### src/rtl/gpio_pkg.sv
package gpio_pkg;

    localparam int unsigned GP_ADDR_W = 8;

    localparam logic [GP_ADDR_W-1:0] OFS_DIR_BASE = 8'h00;
    localparam logic [GP_ADDR_W-1:0] OFS_OUT_BASE = 8'h10;
    localparam logic [GP_ADDR_W-1:0] OFS_IN       = 8'h20;
    localparam logic [GP_ADDR_W-1:0] OFS_SAMPLE   = 8'h24;
    localparam logic [GP_ADDR_W-1:0] OFS_CFG_BASE = 8'h40;

    // Alias selected by address bits [3:2] inside a 16-byte register group
    typedef enum logic [1:0] {
        OP_WRITE  = 2'd0,
        OP_CLEAR  = 2'd1,
        OP_SET    = 2'd2,
        OP_TOGGLE = 2'd3
    } reg_op_e;

    typedef struct packed {
        logic pull_en;
        logic in_en;
    } pin_cfg_t;

    function automatic logic [31:0] apply_op(input reg_op_e op,
                                             input logic [31:0] cur,
                                             input logic [31:0] wd);
        case (op)
            OP_WRITE:  return wd;
            OP_CLEAR:  return cur & ~wd;
            OP_SET:    return cur | wd;
            default:   return cur ^ wd;
        endcase
    endfunction

endpackage

### src/rtl/gpio_alias_reg.sv
module gpio_alias_reg
    import gpio_pkg::*;
#(
    parameter int unsigned WIDTH = 32
) (
    input  logic             clk,
    input  logic             rst,
    input  logic             wr_en,
    input  reg_op_e          op,
    input  logic [WIDTH-1:0] wdata,
    output logic [WIDTH-1:0] q
);

    logic [31:0] next_full;

    always_comb begin
        next_full = apply_op(op, 32'(q), 32'(wdata));
    end

    always_ff @(posedge clk) begin
        if (rst) begin
            q <= '0;
        end else if (wr_en) begin
            q <= next_full[WIDTH-1:0];
        end
    end

    // set alias only raises bits
    a_r3_set_only_raises: assert property (@(posedge clk) disable iff (rst)
        (wr_en && op == OP_SET) |=> (q == ($past(q) | $past(wdata))));

    // toggle alias flips exactly the selected bits
    a_r4_toggle_flips: assert property (@(posedge clk) disable iff (rst)
        (wr_en && op == OP_TOGGLE) |=> (q == ($past(q) ^ $past(wdata))));

    // no write keeps the value
    a_r4_hold_idle: assert property (@(posedge clk) disable iff (rst)
        !wr_en |=> $stable(q));

endmodule

### src/rtl/gpio_in_sync.sv
module gpio_in_sync #(
    parameter int unsigned NPINS = 32
) (
    input  logic             clk,
    input  logic             rst,
    input  logic [NPINS-1:0] pad_in,
    input  logic [NPINS-1:0] clk_en,
    output logic [NPINS-1:0] synced
);

    logic [NPINS-1:0] stage1;
    logic [NPINS-1:0] stage2;

    for (genvar i = 0; i < NPINS; i++) begin : g_pin
        always_ff @(posedge clk) begin
            if (rst) begin
                stage1[i] <= 1'b0;
                stage2[i] <= 1'b0;
            end else if (clk_en[i]) begin
                stage1[i] <= pad_in[i];
                stage2[i] <= stage1[i];
            end
        end

        // a gated synchronizer holds its output
        a_r7_gated_holds: assert property (@(posedge clk) disable iff (rst)
            !clk_en[i] |=> $stable(stage2[i]));
    end

    assign synced = stage2;

endmodule

### src/rtl/gpio_read_stall.sv
module gpio_read_stall #(
    parameter int unsigned FILL_CYCLES = 2
) (
    input  logic clk,
    input  logic rst,
    input  logic in_req,
    input  logic need_fill,
    output logic ready
);

    localparam int unsigned CNT_W = $clog2(FILL_CYCLES + 1);

    logic [CNT_W-1:0] wait_cnt;
    logic             filling;

    always_comb begin
        filling = in_req && need_fill;
        ready   = !filling || (wait_cnt == CNT_W'(FILL_CYCLES));
    end

    always_ff @(posedge clk) begin
        if (rst) begin
            wait_cnt <= '0;
        end else if (filling && !ready) begin
            wait_cnt <= wait_cnt + 1'b1;
        end else begin
            wait_cnt <= '0;
        end
    end

    // after two stalled cycles of a held request, the third is ready
    a_r7_stall_bounded: assert property (@(posedge clk) disable iff (rst)
        (filling && !ready && $past(filling && !ready)) |=> (!filling || ready));

    // the first cycle of an on-demand read is always stalled
    a_r7_first_stalls: assert property (@(posedge clk) disable iff (rst)
        (filling && !$past(filling)) |-> !ready);

endmodule

### src/rtl/gpio_port.sv
module gpio_port
    import gpio_pkg::*;
#(
    parameter int unsigned NPINS  = 32,
    parameter int unsigned ADDR_W = GP_ADDR_W,
    parameter int unsigned DATA_W = 32
) (
    input  logic              clk,
    input  logic              rst,
    input  logic              bus_valid,
    input  logic              bus_write,
    input  logic [ADDR_W-1:0] bus_addr,
    input  logic [DATA_W-1:0] bus_wdata,
    output logic [DATA_W-1:0] bus_rdata,
    output logic              bus_ready,
    input  logic [NPINS-1:0]  pad_in,
    output logic [NPINS-1:0]  pad_oe,
    output logic [NPINS-1:0]  pad_out,
    output logic [NPINS-1:0]  pad_ie,
    output logic [NPINS-1:0]  pad_pull
);

    localparam int unsigned IDX_W = (NPINS > 1) ? $clog2(NPINS) : 1;

    logic [NPINS-1:0] dir_q, out_q, sample_q, synced, sync_en;
    logic             hit_dir, hit_out, hit_in, hit_sample, hit_cfg;
    logic             in_req, wr_fire;
    reg_op_e          op;
    logic [ADDR_W-1:0] cfg_ofs;
    logic [IDX_W-1:0]  cfg_idx;
    pin_cfg_t          cfg_q [NPINS];

    always_comb begin
        hit_dir    = (bus_addr[ADDR_W-1:4] == OFS_DIR_BASE[ADDR_W-1:4]) && (bus_addr[1:0] == 2'b00);
        hit_out    = (bus_addr[ADDR_W-1:4] == OFS_OUT_BASE[ADDR_W-1:4]) && (bus_addr[1:0] == 2'b00);
        hit_in     = (bus_addr == OFS_IN);
        hit_sample = (bus_addr == OFS_SAMPLE);
        cfg_ofs    = bus_addr - OFS_CFG_BASE;
        hit_cfg    = (bus_addr >= OFS_CFG_BASE) && (cfg_ofs < ADDR_W'(NPINS));
        cfg_idx    = cfg_ofs[IDX_W-1:0];
        op         = reg_op_e'(bus_addr[3:2]);
        in_req     = bus_valid && !bus_write && hit_in;
        wr_fire    = bus_valid && bus_write;
    end

    gpio_alias_reg #(.WIDTH(NPINS)) u_dir (
        .clk(clk), .rst(rst), .wr_en(wr_fire && hit_dir), .op(op),
        .wdata(bus_wdata[NPINS-1:0]), .q(dir_q)
    );

    gpio_alias_reg #(.WIDTH(NPINS)) u_out (
        .clk(clk), .rst(rst), .wr_en(wr_fire && hit_out), .op(op),
        .wdata(bus_wdata[NPINS-1:0]), .q(out_q)
    );

    always_ff @(posedge clk) begin
        if (rst) begin
            sample_q <= '0;
        end else if (wr_fire && hit_sample) begin
            sample_q <= bus_wdata[NPINS-1:0];
        end
    end

    for (genvar i = 0; i < NPINS; i++) begin : g_cfg
        always_ff @(posedge clk) begin
            if (rst) begin
                cfg_q[i] <= '0;
            end else if (wr_fire && hit_cfg && (cfg_idx == IDX_W'(i))) begin
                cfg_q[i] <= pin_cfg_t'(bus_wdata[1:0]);
            end
        end
        assign pad_ie[i]   = cfg_q[i].in_en;
        assign pad_pull[i] = cfg_q[i].pull_en;
    end

    assign sync_en = sample_q | {NPINS{in_req}};

    gpio_in_sync #(.NPINS(NPINS)) u_sync (
        .clk(clk), .rst(rst), .pad_in(pad_in), .clk_en(sync_en), .synced(synced)
    );

    gpio_read_stall #(.FILL_CYCLES(2)) u_stall (
        .clk(clk), .rst(rst), .in_req(in_req), .need_fill(!(&sample_q)),
        .ready(bus_ready)
    );

    always_comb begin
        bus_rdata = '0;
        if (hit_dir) begin
            bus_rdata = DATA_W'(dir_q);
        end else if (hit_out) begin
            bus_rdata = DATA_W'(out_q);
        end else if (hit_in) begin
            bus_rdata = DATA_W'(synced & pad_ie);
        end else if (hit_sample) begin
            bus_rdata = DATA_W'(sample_q);
        end else if (hit_cfg) begin
            bus_rdata = DATA_W'(cfg_q[cfg_idx]);
        end
    end

    assign pad_oe  = dir_q;
    assign pad_out = out_q;

    // pins with the input buffer off never read as 1
    a_r10_ie_masks: assert property (@(posedge clk) disable iff (rst)
        (in_req && bus_ready) |-> ((bus_rdata[NPINS-1:0] & ~pad_ie) == '0));

    // accesses other than input reads never stall
    a_r12_single_cycle: assert property (@(posedge clk) disable iff (rst)
        (bus_valid && !in_req) |-> bus_ready);

    // a write to the input offset leaves direction and output untouched
    a_r6_in_write_inert: assert property (@(posedge clk) disable iff (rst)
        (wr_fire && hit_in) |=> ($stable(pad_oe) && $stable(pad_out)));

endmodule

### config.mk
export PLATFORM = sky130hd
export DESIGN_NAME = gpio_port
export DESIGN_NICKNAME = d
export VERILOG_FILES = /design/src/rtl/gpio_pkg.sv /design/src/rtl/gpio_alias_reg.sv /design/src/rtl/gpio_in_sync.sv /design/src/rtl/gpio_read_stall.sv /design/src/rtl/gpio_port.sv
export SDC_FILE = /design/constraint.sdc
export NUM_CORES = 1
export LEC_CHECK = 0
export CORE_UTILIZATION = 54
export DETAILED_ROUTE_END_ITERATION = 6
export PLACE_DENSITY = 0.93
export REMOVE_ABC_BUFFERS = 1
export SLEW_MARGIN = 20
export SYNTH_ARGS = -nofsm -noshare
export SYNTH_HDL_FRONTEND = slang
export SYNTH_SLANG_ARGS = --single-unit
### constraint.sdc
create_clock -name clk -period 2.8 [get_ports clk]
set_input_delay 0.56 -clock clk [delete_from_list [all_inputs] [get_ports clk]]
set_output_delay 0.56 -clock clk [all_outputs]
set_load 0.05 [all_outputs]
==> results_dict.tcl <==
set metrics [dict create \
    critPathMaxFanout 5 \
    drt-initial-drc-count 1723 \
    setup_viol 13 \
    fin_crit_sh_pct 104 \
    rows 58 \
    drive_above_1_share_pct 15.9 \
    drc_errors 0 \
    grt_antenna_before_repair 1 \
    fin_cells 2172 \
    synth_edf_count 64 \
    slowest_delay_ns 0.50 \
    grt_pass1_wl_microns 70200 \
    worst_pin_slew_ns 0.875 \
    synth_compound_area_share_pct 18.3 \
    drt-total-wl_microns 46800 \
    required_ns 2.24 \
    finalCriticalPeriod_ns 2.91 \
    clk_latency_ns 0.52 \
    synth_top_family_by_area "compound AO/OA/AOI/OAI gates" \
    hold_viol_final 0 \
    dr.pass1.iters 6 \
    die_y_microns 163 \
    areaGrowthSynthToFinish_pct 32.6 \
    async_flop_share_pct 0 \
    ys_seq_area_share_pct 37.1 \
    vias_per_cell 6.20 \
    maxSlewHeadroom_pct 41.7 \
    timing.fmax_ghz 0.343 \
    syn_area_per_cell_sq_um 8.75 \
    dieArea_sq_mm 0.0265 \
    power_mw 7.86 \
    cp_top_family "buffers and inverters" \
    diodes 0 \
    place_ws_ns -0.477 \
    crit_type "in2out" \
    netlist_instances 1593 \
    power.density_mw_per_mm2 425 \
    wl_per_cell_microns 21.5 \
    leakage_nw 6.79 \
    cts_buffer_depth 3 \
    start_util_pct 55.2 \
    dp.cells 2112 \
    nets 2031 \
    worstReg2RegEnd "u_stall.wait_cnt[1]$_SDFF_PP0_" \
    rsz0062_at_grt "true" \
    startpoint_type "input port" \
    arrival_ns 2.35 \
    ant_nets 0 \
    cts_tree "done" \
    fin_ws_ns -0.112 \
    cts_made_buffers 25 \
    drv_cap 0 \
    synth_simple_gate_area_share_pct 14.9 \
    holdWs_ns 0.385 \
    slew_violations 0 \
    place.detailed.hpwl_microns 32500 \
    grt_pass1_vias 12941 \
    fp.dieW_microns 163 \
    yosys_warnings 0 \
    io_pins 237 \
    status "finished, violations left" \
    cp.depth 10 \
    grt_usage_pct 34.4 \
    reg2reg_from "sample_q[30]$_SDFFE_PP0P_" \
    grt_max_degree 96 \
    worstPathCellList "buf_8 > buf_12 > or4b_4 > nor2_4 > buf_6 > buf_6 > a32oi_1 > o22ai_1 > a31o_2 > buf_12" \
    violations "setup timing" \
    ys_types 51 \
    endpoint "bus_rdata[0]" \
    irDropWorstVdd_mv 0.313 \
    synth.area.mux_share_pct 11.0 \
    clk_pin_slew_worst_paths_ns 0.06 \
    cts_num_sinks 226 \
    grt_overflow 0 \
    rr_worst_depth 6 \
    synth-xor-area-share_pct 0 \
    io_buffers 236 \
    num_vias 13477 \
    crit_buf_inv 5 \
    crit_path_end_kind "output port" \
    startpoint "bus_addr[1]" \
    hold_class "in2reg" \
    synth_fa_ha_area_share_pct 11.6 \
    worst_path_max_delay_cell "or4b_4" \
    place.gp.congestion 0.977 \
    cts_root_buffer "clkbuf_16" \
    ff2ff_setup_slack_ns 1.03 \
    syn-cell-area_sq_mm 0.0139 \
    core-area_sq_mm 0.0253 \
    ys.flop_type "dfxtp_1" \
    htree_levels 1 \
    finClkSkew_ns 0.00945 \
    tns_ns -0.458 \
    synth_seq_cells 226 \
    fill_cells 1697 \
]
[state kept, by name (all words and copies together) (netlist names)]
signal / cells
u_dir.q: 32
u_stall.wait_cnt: 2
u_sync.synced: 32
sample_q: 32
u_out.q: 32
u_sync.stage1: 32
cfg_q: 64
[layout make-up]
type,instances,area [sq um],share of cell area [%]
clock inverter,9,63.8,0.345
multi-input combinational,1125,7990,43.2
inverter,130,488,2.64
timing repair buffer,318,3640,19.7
sequential,226,5160,28.0
tap,330,413,2.23
clock buffer,34,722,3.91
[metal layers]
layer,GRT usage [%],share of wire [%],vias to the layer above
met4,17.4,4.9,2
li1,-,-,5996
met2,55.7,46,837
met5,0,0.028,-
met1,42.7,37,6468
met3,8.33,11,174
[worst min path at each step]
| stage | start | endpoint | cells after the start | slack, ns |
|---|---|---|---|---|
| 2_1_floorplan | u_stall.wait_cnt[0]$_SDFF_PP0_ | u_stall.wait_cnt[0]$_SDFF_PP0_ | 1 | 0.41 |
| 3_3_place_gp | u_stall.wait_cnt[0]$_SDFF_PP0_ | u_stall.wait_cnt[0]$_SDFF_PP0_ | 1 | 0.41 |
| 3_5_place_dp | u_stall.wait_cnt[0]$_SDFF_PP0_ | u_stall.wait_cnt[0]$_SDFF_PP0_ | 1 | 0.42 |
| 4_1_cts | rst | sample_q[1]$_SDFFE_PP0P_ | 2 | 0.38 |
| 5_1_grt | rst | sample_q[1]$_SDFFE_PP0P_ | 2 | 0.38 |
| 6_report | rst | sample_q[1]$_SDFFE_PP0P_ | 2 | 0.39 |
[report_power, final]
group / leakage (nW) / switching (mW) / internal, mW / total, mW
clock network: 0.387 / 1.34 / 1.88 / 3.22
registers: 1.91 / 0.0652 / 3.41 / 3.48
logic: 4.49 / 0.689 / 0.477 / 1.17
[cells in the final DEF (no fill, tap or decap), types with 9 or more instances in the layout]
master | synthesis | routed
nand2_1 | 223 | 222
clkdlybuf4s50_1 | 0 | 194
nor2_1 | 184 | 182
a21oi_1 | 165 | 165
dfxtp_1 | 162 | 162
inv_1 | 130 | 130
ha_1 | 129 | 129
o21ai_0 | 101 | 93
edfxtp_1 | 64 | 64
buf_4 | 4 | 52
buf_12 | 0 | 51
mux2i_1 | 45 | 44
mux4_2 | 44 | 44
a211oi_1 | 32 | 32
o21bai_1 | 29 | 29
clkbuf_16 | 0 | 28
o22a_1 | 23 | 23
nand2_2 | 20 | 21
a32oi_1 | 32 | 20
a21oi_2 | 20 | 20
a32oi_2 | 0 | 9
nand4_1 | 9 | 9
[what timing repair did]
item / in CTS / in global routing
hold buffers: 0 / 0
endpoints found under the setup margin: 33 / 32
endpoints found under the hold margin: 0 / 0
buffers inserted: 12 / 2
cloned: 3 / 0
gates resized for setup: 52 / 23
pin swaps: 30 / 16
[cells by family after synthesis]
logic type	count (synthesis)
AND/OR/NAND/NOR	482
AO/OA/AOI/OAI	417
buffers and inverters	242
flip-flops	226
adder cells (fa/ha/maj)	129
multiplexers	97
[stage by stage]
step / instance area [sq um] / utilization [%]
after floorplan: 13400 / -
final: 18500 / 73.2
after detailed placement: 17200 / 68.2
after global routing: 18500 / 73.2
after global placement: 17200 / 68.2
after CTS: 18300 / 72.6
[worst register-to-register path: cells and delay by family, from the launching register on]
family                 cells  cell delay, ns
buffers and inverters      1            0.13
and+or+nand+nor            5            0.98
DFF                        1            0.54
[synth_stat cells (all sizes together), types with 7 or more instances]
| cell | number | area (sq um) |
|---|---|---|
| mux4 | 44 | 991 |
| a32oi | 32 | 280 |
| mux2i | 45 | 450 |
| buf | 43 | 246 |
| edfxtp | 64 | 1920 |
| nor2 | 187 | 709 |
| mux2 | 8 | 90.1 |
| nand4 | 9 | 56.3 |
| o21ai | 105 | 526 |
| nand2 | 243 | 962 |
| a21oi | 185 | 1000 |
| dfxtp | 162 | 3240 |
| o21bai | 29 | 218 |
| nand3 | 7 | 40.0 |
| inv | 130 | 488 |
| a211oi | 32 | 240 |
| clkbuf | 69 | 260 |
| ha | 129 | 1610 |
| o22a | 23 | 201 |
Power figures use the tool's default switching activity.
